**src/rtl/dpot_pkg.sv**
```systemverilog
package dpot_pkg;
  localparam logic [3:0] OP_STEP  = 4'b0010;
  localparam logic [3:0] OP_RD_W  = 4'b1001;
  localparam logic [3:0] OP_WR_W  = 4'b1010;
  localparam logic [3:0] OP_RD_NV = 4'b1011;
  localparam logic [3:0] OP_WR_NV = 4'b1100;
  localparam logic [3:0] OP_NV2W  = 4'b1101;
  localparam logic [3:0] OP_W2NV  = 4'b1110;

  typedef enum logic [2:0] {
    ST_CMD,
    ST_DATA,
    ST_READ,
    ST_STEP,
    ST_HOLD
  } seq_state_e;
endpackage

```
**src/rtl/dpot_spi_rx.sv**
```systemverilog
module dpot_spi_rx #(
  parameter int BYTE_W = 8
) (
  input  logic              clk,
  input  logic              rst_n,
  input  logic              sck,
  input  logic              csn,
  input  logic              sdi,
  output logic              sel,
  output logic              bit_stb,
  output logic              bit_val,
  output logic              fall_stb,
  output logic              byte_stb,
  output logic [BYTE_W-1:0] byte_val
);
  localparam int CNT_W = $clog2(BYTE_W);

  logic [2:0]        sck_q;
  logic [1:0]        csn_q;
  logic [1:0]        sdi_q;
  logic [BYTE_W-2:0] sh;
  logic [CNT_W-1:0]  cnt;

  always_ff @(posedge clk or negedge rst_n) begin
    if (!rst_n) begin
      sck_q <= '0;
      csn_q <= '1;
      sdi_q <= '0;
    end else begin
      sck_q <= {sck_q[1:0], sck};
      csn_q <= {csn_q[0], csn};
      sdi_q <= {sdi_q[0], sdi};
    end
  end

  assign sel      = ~csn_q[1];
  assign bit_stb  = sel & sck_q[1] & ~sck_q[2];
  assign fall_stb = sel & ~sck_q[1] & sck_q[2];
  assign bit_val  = sdi_q[1];
  assign byte_stb = bit_stb && (cnt == CNT_W'(BYTE_W - 1));
  assign byte_val = {sh, bit_val};

  always_ff @(posedge clk or negedge rst_n) begin
    if (!rst_n) begin
      sh  <= '0;
      cnt <= '0;
    end else if (!sel) begin
      cnt <= '0;
    end else if (bit_stb) begin
      sh  <= {sh[BYTE_W-3:0], bit_val};
      cnt <= cnt + 1'b1;
    end
  end
endmodule

```
**src/rtl/dpot_nv_bank.sv**
```systemverilog
module dpot_nv_bank #(
  parameter int NUM_POTS    = 4,
  parameter int NV_SLOTS    = 4,
  parameter int TAP_W       = 6,
  parameter int BUSY_CYCLES = 250000
) (
  input  logic                                      clk,
  input  logic                                      rst_n,
  input  logic                                      we,
  input  logic [$clog2(NUM_POTS*NV_SLOTS)-1:0]      addr,
  input  logic [TAP_W-1:0]                          wdata,
  output logic [TAP_W-1:0]                          rdata,
  output logic                                      busy
);
  localparam int DEPTH = NUM_POTS * NV_SLOTS;
  localparam int CNT_W = $clog2(BUSY_CYCLES + 1);

  logic [TAP_W-1:0] mem [DEPTH];
  logic [CNT_W-1:0] left;

  assign busy  = (left != '0);
  assign rdata = mem[addr];

  always_ff @(posedge clk or negedge rst_n) begin
    if (!rst_n) begin
      for (int i = 0; i < DEPTH; i++) mem[i] <= '0;
      left <= '0;
    end else if (we && !busy) begin
      mem[addr] <= wdata;
      left      <= CNT_W'(BUSY_CYCLES);
    end else if (busy) begin
      left <= left - 1'b1;
    end
  end
endmodule

```
**src/rtl/dpot_wiper_bank.sv**
```systemverilog
module dpot_wiper_bank #(
  parameter int NUM_POTS = 4,
  parameter int TAP_W    = 6
) (
  input  logic                               clk,
  input  logic                               rst_n,
  input  logic                               ld,
  input  logic [$clog2(NUM_POTS)-1:0]        ld_pot,
  input  logic [TAP_W-1:0]                   ld_val,
  input  logic                               step,
  input  logic                               step_up,
  input  logic [$clog2(NUM_POTS)-1:0]        step_pot,
  output logic [NUM_POTS*TAP_W-1:0]          taps
);
  localparam int POT_W = $clog2(NUM_POTS);
  localparam logic [TAP_W-1:0] TOP = '1;

  for (genvar g = 0; g < NUM_POTS; g++) begin : g_pot
    logic [TAP_W-1:0] pos;
    always_ff @(posedge clk or negedge rst_n) begin
      if (!rst_n) begin
        pos <= '0;
      end else if (ld && ld_pot == POT_W'(g)) begin
        pos <= ld_val;
      end else if (step && step_pot == POT_W'(g)) begin
        if (step_up && pos != TOP) pos <= pos + 1'b1;
        else if (!step_up && pos != '0) pos <= pos - 1'b1;
      end
    end
    assign taps[g*TAP_W +: TAP_W] = pos;
  end
endmodule

```
**src/rtl/dpot_ctrl.sv**
```systemverilog
module dpot_ctrl
  import dpot_pkg::*;
#(
  parameter int NUM_POTS       = 4,
  parameter int NV_SLOTS       = 4,
  parameter int TAP_W          = 6,
  parameter int NV_BUSY_CYCLES = 250000
) (
  input  logic                      clk,
  input  logic                      rst_n,
  input  logic                      spi_sck,
  input  logic                      spi_csn,
  input  logic                      spi_sdi,
  output logic                      spi_sdo,
  output logic [NUM_POTS*TAP_W-1:0] wiper_taps,
  output logic                      nv_busy
);
  localparam int BYTE_W = 8;
  localparam int POT_W  = $clog2(NUM_POTS);
  localparam int SLOT_W = $clog2(NV_SLOTS);
  localparam int ADDR_W = $clog2(NUM_POTS * NV_SLOTS);
  localparam int PAD_W  = BYTE_W - TAP_W;

  logic              sel, bit_stb, bit_val, fall_stb, byte_stb;
  logic [BYTE_W-1:0] byte_val;

  dpot_spi_rx #(.BYTE_W(BYTE_W)) u_rx (
    .clk(clk), .rst_n(rst_n), .sck(spi_sck), .csn(spi_csn), .sdi(spi_sdi),
    .sel(sel), .bit_stb(bit_stb), .bit_val(bit_val), .fall_stb(fall_stb),
    .byte_stb(byte_stb), .byte_val(byte_val)
  );

  seq_state_e        st;
  logic [3:0]        op_q;
  logic [POT_W-1:0]  pot_q, cur_pot;
  logic [SLOT_W-1:0] slot_q, cur_slot;
  logic [BYTE_W-1:0] tx_sh;
  logic              sdo_q;
  logic [ADDR_W-1:0] nv_addr;
  logic [TAP_W-1:0]  cur_w, nv_rdata, nv_wdata, w_ld_val;
  logic              nv_we, w_ld, w_step, w_step_up;

  assign cur_pot  = (st == ST_CMD) ? byte_val[POT_W-1:0] : pot_q;
  assign cur_slot = (st == ST_CMD) ? byte_val[2 +: SLOT_W] : slot_q;
  assign nv_addr  = ADDR_W'(cur_pot) * ADDR_W'(NV_SLOTS) + ADDR_W'(cur_slot);
  assign cur_w    = wiper_taps[cur_pot*TAP_W +: TAP_W];
  assign spi_sdo  = sdo_q;

  always_comb begin
    w_ld      = 1'b0;
    w_ld_val  = '0;
    w_step    = 1'b0;
    w_step_up = 1'b0;
    nv_we     = 1'b0;
    nv_wdata  = '0;
    unique case (st)
      ST_CMD: if (byte_stb) begin
        if (byte_val[7:4] == OP_NV2W) begin
          w_ld     = 1'b1;
          w_ld_val = nv_rdata;
        end else if (byte_val[7:4] == OP_W2NV) begin
          nv_we    = 1'b1;
          nv_wdata = cur_w;
        end
      end
      ST_DATA: if (byte_stb) begin
        if (op_q == OP_WR_W) begin
          w_ld     = 1'b1;
          w_ld_val = byte_val[TAP_W-1:0];
        end else begin
          nv_we    = 1'b1;
          nv_wdata = byte_val[TAP_W-1:0];
        end
      end
      ST_STEP: if (bit_stb) begin
        w_step    = 1'b1;
        w_step_up = bit_val;
      end
      default: ;
    endcase
  end

  always_ff @(posedge clk or negedge rst_n) begin
    if (!rst_n) begin
      st     <= ST_CMD;
      op_q   <= '0;
      pot_q  <= '0;
      slot_q <= '0;
      tx_sh  <= '0;
      sdo_q  <= 1'b0;
    end else if (!sel) begin
      st    <= ST_CMD;
      tx_sh <= '0;
      sdo_q <= 1'b0;
    end else begin
      unique case (st)
        ST_CMD: if (byte_stb) begin
          op_q   <= byte_val[7:4];
          pot_q  <= cur_pot;
          slot_q <= cur_slot;
          case (byte_val[7:4])
            OP_RD_W:  begin tx_sh <= {{PAD_W{1'b0}}, cur_w};    st <= ST_READ; end
            OP_RD_NV: begin tx_sh <= {{PAD_W{1'b0}}, nv_rdata}; st <= ST_READ; end
            OP_WR_W, OP_WR_NV: st <= ST_DATA;
            OP_STEP:  st <= ST_STEP;
            default:  st <= ST_HOLD;
          endcase
        end
        ST_DATA: if (byte_stb) st <= ST_HOLD;
        ST_READ: if (fall_stb) begin
          sdo_q <= tx_sh[BYTE_W-1];
          tx_sh <= {tx_sh[BYTE_W-2:0], 1'b0};
        end
        default: ;
      endcase
    end
  end

  dpot_wiper_bank #(.NUM_POTS(NUM_POTS), .TAP_W(TAP_W)) u_wipers (
    .clk(clk), .rst_n(rst_n), .ld(w_ld), .ld_pot(pot_sel_ld()), .ld_val(w_ld_val),
    .step(w_step), .step_up(w_step_up), .step_pot(pot_q), .taps(wiper_taps)
  );

  function automatic logic [POT_W-1:0] pot_sel_ld();
    return cur_pot;
  endfunction

  dpot_nv_bank #(
    .NUM_POTS(NUM_POTS), .NV_SLOTS(NV_SLOTS), .TAP_W(TAP_W), .BUSY_CYCLES(NV_BUSY_CYCLES)
  ) u_nv (
    .clk(clk), .rst_n(rst_n), .we(nv_we), .addr(nv_addr), .wdata(nv_wdata),
    .rdata(nv_rdata), .busy(nv_busy)
  );
endmodule

```
**config.mk**
```make
export PLATFORM = sky130hd
export DESIGN_NAME = dpot_ctrl
export DESIGN_NICKNAME = d
export VERILOG_FILES = /design/src/rtl/dpot_pkg.sv /design/src/rtl/dpot_spi_rx.sv /design/src/rtl/dpot_nv_bank.sv /design/src/rtl/dpot_wiper_bank.sv /design/src/rtl/dpot_ctrl.sv
export SDC_FILE = /design/constraint.sdc
export NUM_CORES = 1
export LEC_CHECK = 0
export BUFFER_PORTS_ARGS = -buffer_cell sky130_fd_sc_hd__buf_2
export CORE_MARGIN = 2
export CORE_UTILIZATION = 65
export DETAILED_ROUTE_END_ITERATION = 10
export PLACE_DENSITY = 0.81
export SETUP_SLACK_MARGIN = 0.4
export SLEW_MARGIN = 20
export SYNTH_ARGS = -nofsm -noshare
export SYNTH_HDL_FRONTEND = slang
export SYNTH_SLANG_ARGS = --single-unit
```
**constraint.sdc**
```tcl
create_clock -name clk -period 10.11 [get_ports clk]
set_clock_uncertainty 0.2 [all_clocks]
set_input_delay 1.011 -clock clk [delete_from_list [all_inputs] [get_ports clk]]
set_output_delay 1.011 -clock clk [all_outputs]
set_load 0.02 [all_outputs]
```
======== Word-level counts from Yosys, hierarchy flattened ========
Index checks and enable logic that the tools add are counted.
cells by class
  multipliers ............................. 1
  shifts and indexed selects .............. 1
  bitwise gates (word level) .............. 8
  $lt $le $gt $ge ......................... 2
  equal/unequal tests ..................... 26
  multiplexer cells ....................... 67
  div/mod/pow operators ................... 0
  add/sub/neg operators ................... 11
  reductions and logical operators ........ 54
operators with widths
  kind                   number
  $mux 6                 28
  $bwmux 96              1
  $mux 18                2
  $pmux 8 s2             2
  $eq 4x4->1 const B     7
  $add 6x1->6 const B    4
  $bmux 6 s4             1
  $demux 6 s4            1
  $mux 8                 3
  $ne 6x6->1 const B     4
  $pmux 6 s2             2
  $reduce_bool 6->1      4
  $shiftx 24x6->6        1
  $sub 6x1->6 const B    4
  $logic_and 1x1->1      19
  $reduce_bool 18->1     1
  $reduce_bool 3->1      6
  $sub 18x1->18 const B  1
  $mux 1                 16
  $reduce_bool 2->1      8
  $mux 3                 5
  $reduce_and 2->1       6
  $ne 3x2->1 const B     3
  $pmux 3 s3             1
  other kinds (24)       40
storage, ports and cells
  logic and storage cells ................. 202
  RAM bits ................................ 0
  memories kept ........................... 0
  input bits .............................. 5
  bits in read-only memories .............. 0
  bits in latches ......................... 0
  register bits ........................... 175

======== Depth between registers and ports, before layout ========
Gate-level depths: netlist of the first run.
  word-level depth ........................ 11
  mapped depth ............................ 13

======== Modules after synthesis ========
Synthesis of the first run repeated with hierarchy kept, for this count alone.
second synthesis, totals
  cells, all modules ...................... 797
  area total of the unflattened synthesis .. 9681.8 um^2
modules (own cells, without submodules)
  module           instances  cells each  seq. area each (um^2)  area each (um^2)
  dpot_nv_bank     1          354         2852.7                 5320.1
  dpot_wiper_bank  1          220         600.6                  2004.4
  dpot_ctrl        1          182         500.5                  1729.2
  dpot_spi_rx      1          41          427.9                  628.1

======== Worst setup path after synthesis of the first run ========
OpenSTA, ideal clock, no wires.
  path type ............................... register -> output
  start point ............................. register u_nv.left[0]
  end point ............................... output port nv_busy
  stages on the path, launching flop included .. 9
  data required time ...................... 8.899 ns
  path slack .............................. 6.883 ns
  arrival ................................. 2.016 ns
  path buffers ............................ 2
  cell sequence ........................... dfrtp_1 > inv_1 > ha_1 > or4b_1 > buf_2 > or2_2 > buf_2 > nor4_4 > inv_2
on the way
  word-level cells in the longest chain between the ends .. 1
ends and longest elaborated chain
  what                      RTL line            RTL
  start: declaration        dpot_nv_bank.sv:19  logic [CNT_W-1:0] left;
  start signal: assignment  dpot_nv_bank.sv:30  left <= CNT_W'(BUSY_CYCLES);
  start signal: assignment  dpot_nv_bank.sv:32  left <= left - 1'b1;
  $reduce_bool 18->1        dpot_nv_bank.sv:21  assign busy = (left != '0);
  end: declaration          dpot_ctrl.sv:16     output logic nv_busy
No other way between the ends.

======== Final worst setup path of the first run ========
Same ends and word-level chain as after synthesis.

==> impl_metrics.env, run 1 <==
export IMPL_finalNonFillerCells=1192
export IMPL_grt_pass1_wl_um=45300
export IMPL_yosys_top_cells_count="dfrtp_1 (173), mux2_2 (109), o21ai_0 (69)"
export IMPL_slowest_delay_ns=0.62
export IMPL_first_iter_violations=994
export IMPL_yosysTopAreaCellShare_pct=42.2
export IMPL_clkLatencyLatePin_ns=0.44
export IMPL_worstPathCellList="inv_1 > ha_1 > or4b_1 > or2_2 > nor4_4 > inv_2 > buf_2"
export IMPL_period_share_pct=44.2
export IMPL_wl_um=28500
export IMPL_synth_cell_types=83
export IMPL_cts_buffers_inserted=17
export IMPL_crit_required_ns=8.90
export IMPL_antenna_found_initial=0
export IMPL_synth_ff_type="dfrtp_1"
export IMPL_p_leak_uw=0.00516
export IMPL_slew_violations=0
export IMPL_synth_top_area_cell="dfrtp_1"
export IMPL_start_util_pct=67.0
export IMPL_status="finished, final reports clean"
export IMPL_timing_hold_ws_ns=0.156
export IMPL_rrSetupSlack_ns=5.88
export IMPL_cts_root_buf="clkbuf_16"
export IMPL_power_density_nw_per_um2=152
export IMPL_timing_fmax_mhz=224
export IMPL_grt_overflow=0
export IMPL_crit_fanout=14
export IMPL_area_delta_synth_final_pct=9.20
export IMPL_irDropWorstVdd_uv=126
export IMPL_clk_pin_slew_ns=0.07
export IMPL_num_antenna_cells=0
export IMPL_startpoint_type="flop"
export IMPL_syn_area_um2=10300
export IMPL_fillers=1118
export IMPL_gp_congestion=1.00
export IMPL_cp_end_kind="output port"
export IMPL_post_route_drc_count=0
export IMPL_htree_levels=4
export IMPL_synth_area_leaders="dfrtp_1 (42%), mux2_2 (12%), mux2i_1 (5.2%)"
export IMPL_rows=45
export IMPL_ys_seq_elements=175
export IMPL_placed_area_um2=10600
export IMPL_worstMarginPinSlew_ns=0.999
export IMPL_postRouteAntennaNets=0
export IMPL_worst_path_buf_inv=3
export IMPL_nets=996
export IMPL_post_cts_buffers=0
export IMPL_relSlewSlack_pct=33.4
export IMPL_criticalPathCategory="reg2out"
export IMPL_cts_tree="done"
export IMPL_cts_hold_buf=0
export IMPL_cap_violations=0
export IMPL_yosysMostFrequentCell="dfrtp_1"
export IMPL_worstPathArrival_ns=3.25
export IMPL_cp_top_family="simple AND/OR/NAND/NOR gates"
export IMPL_synth_edff_count=0
export IMPL_rsz0062_at_grt="false"
export IMPL_firstDrtPassIters=5
export IMPL_setup_viol=0
export IMPL_utilization_pct=73.1
export IMPL_dp_cells=1160
export IMPL_syn_instance_count=962
export IMPL_hold_violations=0
export IMPL_cts_resized_gates=0
export IMPL_wl_per_cell_um=23.9
export IMPL_syn_avg_cell_area_um2=10.7
export IMPL_synth_seq_area_share_pct=42.7
export IMPL_numClockSinks=175
export IMPL_clockBufferDepth=2
export IMPL_via_per_inst=7.09
export IMPL_hpwl_um=19500
export IMPL_crit_path_top_delay_cell="nor4_4"
export IMPL_synthesis_nets=990
export IMPL_die_area_um2=16800
export IMPL_yosys_warnings=0
export IMPL_die_y_um=130
export IMPL_grt_max_degree=99
export IMPL_min_path_type="reg2reg"
export IMPL_port_buffers=30
export IMPL_io_pins=31
export IMPL_coreArea_um2=15300
export IMPL_fin_setup_tns_ns=0
export IMPL_die_x_um=130
export IMPL_layout_drive_gt1_share_pct=22.3
export IMPL_grt_pass1_vias=8162
export IMPL_grt_use_total_pct=35.2
export IMPL_num_vias=8447
export IMPL_postSynth_asyncResetShare_pct=100
export IMPL_fin_area_um2=11200
export IMPL_min_period_ns=4.46
[registers in the layout, indices dropped and copies added, names as in the netlist]
name,count
u_rx.cnt,3
op_q,4
u_rx.sh,7
u_nv.mem,96
tx_sh,8
u_wipers.g_pot.pos,24
u_rx.csn_q,2
u_rx.sdi_q,2
u_nv.left,18
st,3
spi_sdo,1
slot_q,2
u_rx.sck_q,3
pot_q,2
[cell usage in the layout, fill, tap and decap left out, types with 5 or more instances in the layout]
cell	Yosys	layout
a211o_1	5	5
mux2_2	109	109
buf_2	15	29
xnor2_1	10	10
o31ai_1	7	7
a21o_1	13	13
a21oi_1	30	30
a221oi_1	8	8
nor4_1	9	9
a22o_1	6	6
clkbuf_1	41	5
a311oi_1	7	7
mux2i_1	53	53
xor2_1	13	13
nor2_1	55	55
a32oi_1	9	9
or4_1	11	11
a31oi_1	10	10
nand3_1	27	27
clkbuf_16	0	17
or3_1	5	5
o21ai_0	69	65
nor3b_1	5	5
inv_1	9	9
mux4_2	8	8
dfrtp_1	173	173
a211oi_1	14	14
and3_1	13	13
ha_1	19	19
o211ai_1	9	9
buf_4	1	18
nor3_1	9	9
nand2_1	64	64
a221o_1	10	10
nand4_1	11	11
[worst register-to-register path, stage by stage, from the launching register on]
cell and delay (ns):
dfrtp_1 0.95, or4b_2 0.99, nand2_1 0.61, nand3_1 0.33, nor2_1 0.61, mux2_2 0.42
[worst paths after layout]
check                              start            end  cells after the start
hold reg to reg            u_rx.sdi_q[0]  u_rx.sdi_q[1]                      0
setup / recovery            u_nv.left[0]        nv_busy                      7
setup reg to reg              u_rx.sh[1]   u_nv.mem[75]                      5
max in group asynchronous          rst_n   u_nv.mem[83]                      2
min in group asynchronous          rst_n  u_rx.sdi_q[1]                      1
hold / removal             u_rx.sdi_q[0]  u_rx.sdi_q[1]                      0
[cell families (layout without fill, tap and decap cells)]
family | count (synthesis) | count (layout) | share of synthesized area (%)
flops | 175 | 175 | 42.7
simple gates | 254 | 254 | 13.7
mux | 172 | 172 | 19.1
fa+ha+maj | 23 | 23 | 3.10
compound gates | 244 | 244 | 16.5
buf+inv | 71 | 90 | 2.82
xor+xnor | 23 | 23 | 1.96
[cell type report]
cell class | instances | area [um2] | share of cell area, %
inverters | 10 | 37.5 | 0.335
clock inverters | 9 | 159 | 1.42
flip-flops and latches | 175 | 4380 | 39.1
multi-input cells | 716 | 5610 | 50.1
clock buffers | 23 | 458 | 4.09
well taps | 211 | 264 | 2.36
repair buffers | 48 | 292 | 2.60
[routing by layer]
| metal | vias up | track usage [%] | part of all wire, % |
|---|---|---|---|
| li1 | 3686 | - | - |
| met1 | 4198 | 47.2 | 41 |
| met2 | 469 | 54.4 | 46 |
| met3 | 94 | 7.93 | 8.6 |
| met4 | 0 | 17.5 | 4.5 |
| met5 | - | 0 | 0 |
[power breakdown]
part | switching, uW | internal, uW | leakage, uW | total [uW]
Clock | 272 | 422 | 0.000296 | 694
Sequential | 42.2 | 717 | 0.00242 | 759
Combinational | 164 | 83.7 | 0.00244 | 248
[per-stage QoR]
stage | power [uW] | setup WS, ns
4_1_cts | 1700 | 5.66
6_report | 1700 | 5.65
2_1_floorplan | 935 | 6.88
5_1_grt | 1760 | 5.49
3_3_place_gp | 1000 | 6.15
3_5_place_dp | 1010 | 6.03
Power figures use the tool's default switching activity.
==> run 2: changes to the inputs <==
CORE_UTILIZATION = 57   (was 65)
PLACE_DENSITY = 0.75   (was 0.81)
clock period = 3.7 ns   (was 10.11 ns; I/O delays follow)
==> run 2 against run 1 <==
Net effect: total power rose to 2.8 times the previous value; sequential cell count did not move; critical path type is now reg2reg; non-clock buffer count grew 59.
==> impl_metrics.env, run 2 (synthesis gave the netlist of run 1 again) <==
export IMPL_rows=49
export IMPL_crit_path_top_delay_cell="dfrtp_1"
export IMPL_layout_drive_gt1_share_pct=27.5
export IMPL_regMostFlops="u_nv.mem"
export IMPL_grt_max_degree=84
export IMPL_wl_um=29100
export IMPL_firstDrtPassIters=6
export IMPL_fin_setup_tns_ns=0
export IMPL_cts_root_buf="clkbuf_16"
export IMPL_worstHoldPathCells=0
export IMPL_crit_start="st[2]"
export IMPL_grt_pass1_wl_um=46700
export IMPL_first_iter_violations=1009
export IMPL_crit_required_ns=3.84
export IMPL_setup_viol=0
export IMPL_die_x_um=138
export IMPL_cts_buffers_inserted=17
export IMPL_slew_violations=0
export IMPL_postRouteAntennaNets=0
export IMPL_nets=1055
export IMPL_period_share_pct=85.8
export IMPL_wl_per_cell_um=22.9
export IMPL_grt_use_total_pct=31.0
export IMPL_criticalPathCategory="reg2reg"
export IMPL_num_vias=8606
export IMPL_reg2reg_depth=10
export IMPL_start_util_pct=57.7
export IMPL_grt_overflow=0
export IMPL_numClockSinks=175
export IMPL_largest_reg_flops=96
export IMPL_layout_common_cells="dfrtp_1 (172), mux2_2 (109), buf_4 (72)"
export IMPL_gp_congestion=1.02
export IMPL_min_to="u_rx.csn_q[1]"
export IMPL_die_area_um2=19100
export IMPL_status="finished, final reports clean"
export IMPL_area_delta_synth_final_pct=14.3
export IMPL_p_leak_uw=0.00546
export IMPL_worstMarginPinSlew_ns=0.795
export IMPL_num_antenna_cells=0
export IMPL_relSlewSlack_pct=46.3
export IMPL_post_place_ws_ns=0.373
export IMPL_htree_levels=4
export IMPL_p_int_uw=3360
export IMPL_clk_pin_slew_ns=0.07
export IMPL_startpoint_type="flop"
export IMPL_worstPathArrival_ns=3.31
export IMPL_cap_violations=0
export IMPL_io_pins=31
export IMPL_clkLatencyLatePin_ns=0.44
export IMPL_slowest_delay_ns=0.47
export IMPL_r2r_start="st[2]"
export IMPL_antenna_found_initial=0
export IMPL_power_density_nw_per_um2=404
export IMPL_hold_violations=0
export IMPL_largest_registers="u_nv.mem (96), u_wipers.g_pot.pos (24), u_nv.left (18)"
export IMPL_min_from="u_rx.csn_q[0]"
export IMPL_comb_power_share_pct=17.0
export IMPL_post_route_drc_count=0
export IMPL_switching_share_pct=29.2
export IMPL_fillers=1353
export IMPL_die_y_um=138
export IMPL_irDropWorstVdd_uv=347
export IMPL_r2r_end="u_wipers.g_pot[1].pos[5]"
export IMPL_timing_fmax_mhz=315
export IMPL_port_buffers=30
export IMPL_min_path_type="reg2reg"
export IMPL_clockBufferDepth=2
export IMPL_hpwl_um=20500
export IMPL_p_clk_share_pct=40.0
export IMPL_rrSetupSlack_ns=0.52
export IMPL_cts_tree="done"
export IMPL_via_per_inst=6.78
export IMPL_mostFrequentLayoutCell="dfrtp_1"
export IMPL_cp_end_kind="flop"
export IMPL_rsz0062_at_grt="true"
export IMPL_min_period_ns=3.18
export IMPL_fin_ws_ns=0.525
export IMPL_p_seq_share_pct=43.0
export IMPL_switchingPower_uw=1390
export IMPL_coreArea_um2=17800
export IMPL_grt_pass1_vias=8292
export IMPL_crit_fanout=9
export IMPL_worstPathCellList="and3b_2 > and3_2 > o21ai_0 > ha_1 > a21o_1 > a21oi_1 > o21ai_0 > xor2_1 > a22o_1 > a21o_1"
-- run 2: cell types whose count changed in the layout (fill, tap and decap cells not counted), moves of 2 or more --
cell,change
clkbuf_1,-4
dlygate4sd3_1,+4
clkinv_4,+5
buf_4,+54
nand3_1,-2
nand3_2,+2
o21ai_1,+2
nor2_4,+2
nor2_1,-3
-- run 2: metrics by stage --
step / hold slack [ns] / std cells / total power [uW] / util (%) / instance area (um2)
2_1_floorplan: -0.126 / 962 / 2560 / - / 10300
3_3_place_gp: 0.131 / 1228 / 2810 / 61.8 / 11000
3_5_place_dp: 0.147 / 1228 / 2830 / 61.8 / 11000
4_1_cts: 0.157 / 1264 / 4720 / 65.5 / 11700
5_1_grt: 0.162 / 1269 / 4910 / 66.0 / 11700
6_report: 0.160 / 1269 / 4740 / 66.0 / 11700
-- run 2: critical path: cells and delay by family (launching register included) --
| family | cells | cell delay (ns) |
|---|---|---|
| flip-flops | 1 | 0.47 |
| XOR/XNOR | 1 | 0.18 |
| AO/OA/AOI/OAI | 6 | 1.22 |
| adder cells (fa/ha/maj) | 1 | 0.38 |
| AND/OR/NAND/NOR | 2 | 0.62 |
-- run 2: what timing repair did --
item                                    4_1_cts  5_1_grt
gates resized for setup                       2       12
endpoints found under the hold margin        83        0
hold buffers                                  4        0
buffers inserted                              0        5
endpoints found under the setup margin       24      117
pin swaps                                     1        3
-- run 2: area by class of cell --
cell class                 count  area [um2]  share of cell area, %
clock inverter                13         179                   1.53
clock buffer                  19         443                   3.78
timing repair buffer         107         757                   6.45
sequential                   175        4380                   37.4
multi-input combinational    716        5640                   48.1
inverter                      10        37.5                  0.320
tap                          229         287                   2.44
-- run 2: layer usage --
metal	GRT usage (%)	routed length (um)
met3	4.95	2140
met1	42.8	12000
met5	0	0
met4	15.6	1420
met2	48.0	13500
-- run 2: worst max path at each step --
stage	slack, ns	to	depth (start not counted)
final	0.52	u_wipers.g_pot[1].pos[5]	10
after global placement	0.40	u_nv.mem[16]	8
after global routing	0.37	u_wipers.g_pot[1].pos[5]	10
after CTS	0.40	u_wipers.g_pot[1].pos[5]	10
after detailed placement	0.37	u_nv.mem[17]	6
after floorplan	0.51	u_wipers.g_pot[2].pos[5]	11
-- run 2: power groups by stage --
stage                     Clock (uW)  Sequential [uW]  Combinational (uW)
after floorplan                    0             2010                 542
after global placement             0             2070                 747
after detailed placement           0             2070                 759
after CTS                       1920             2030                 772
after global routing            1990             2040                 876
final                           1900             2040                 808
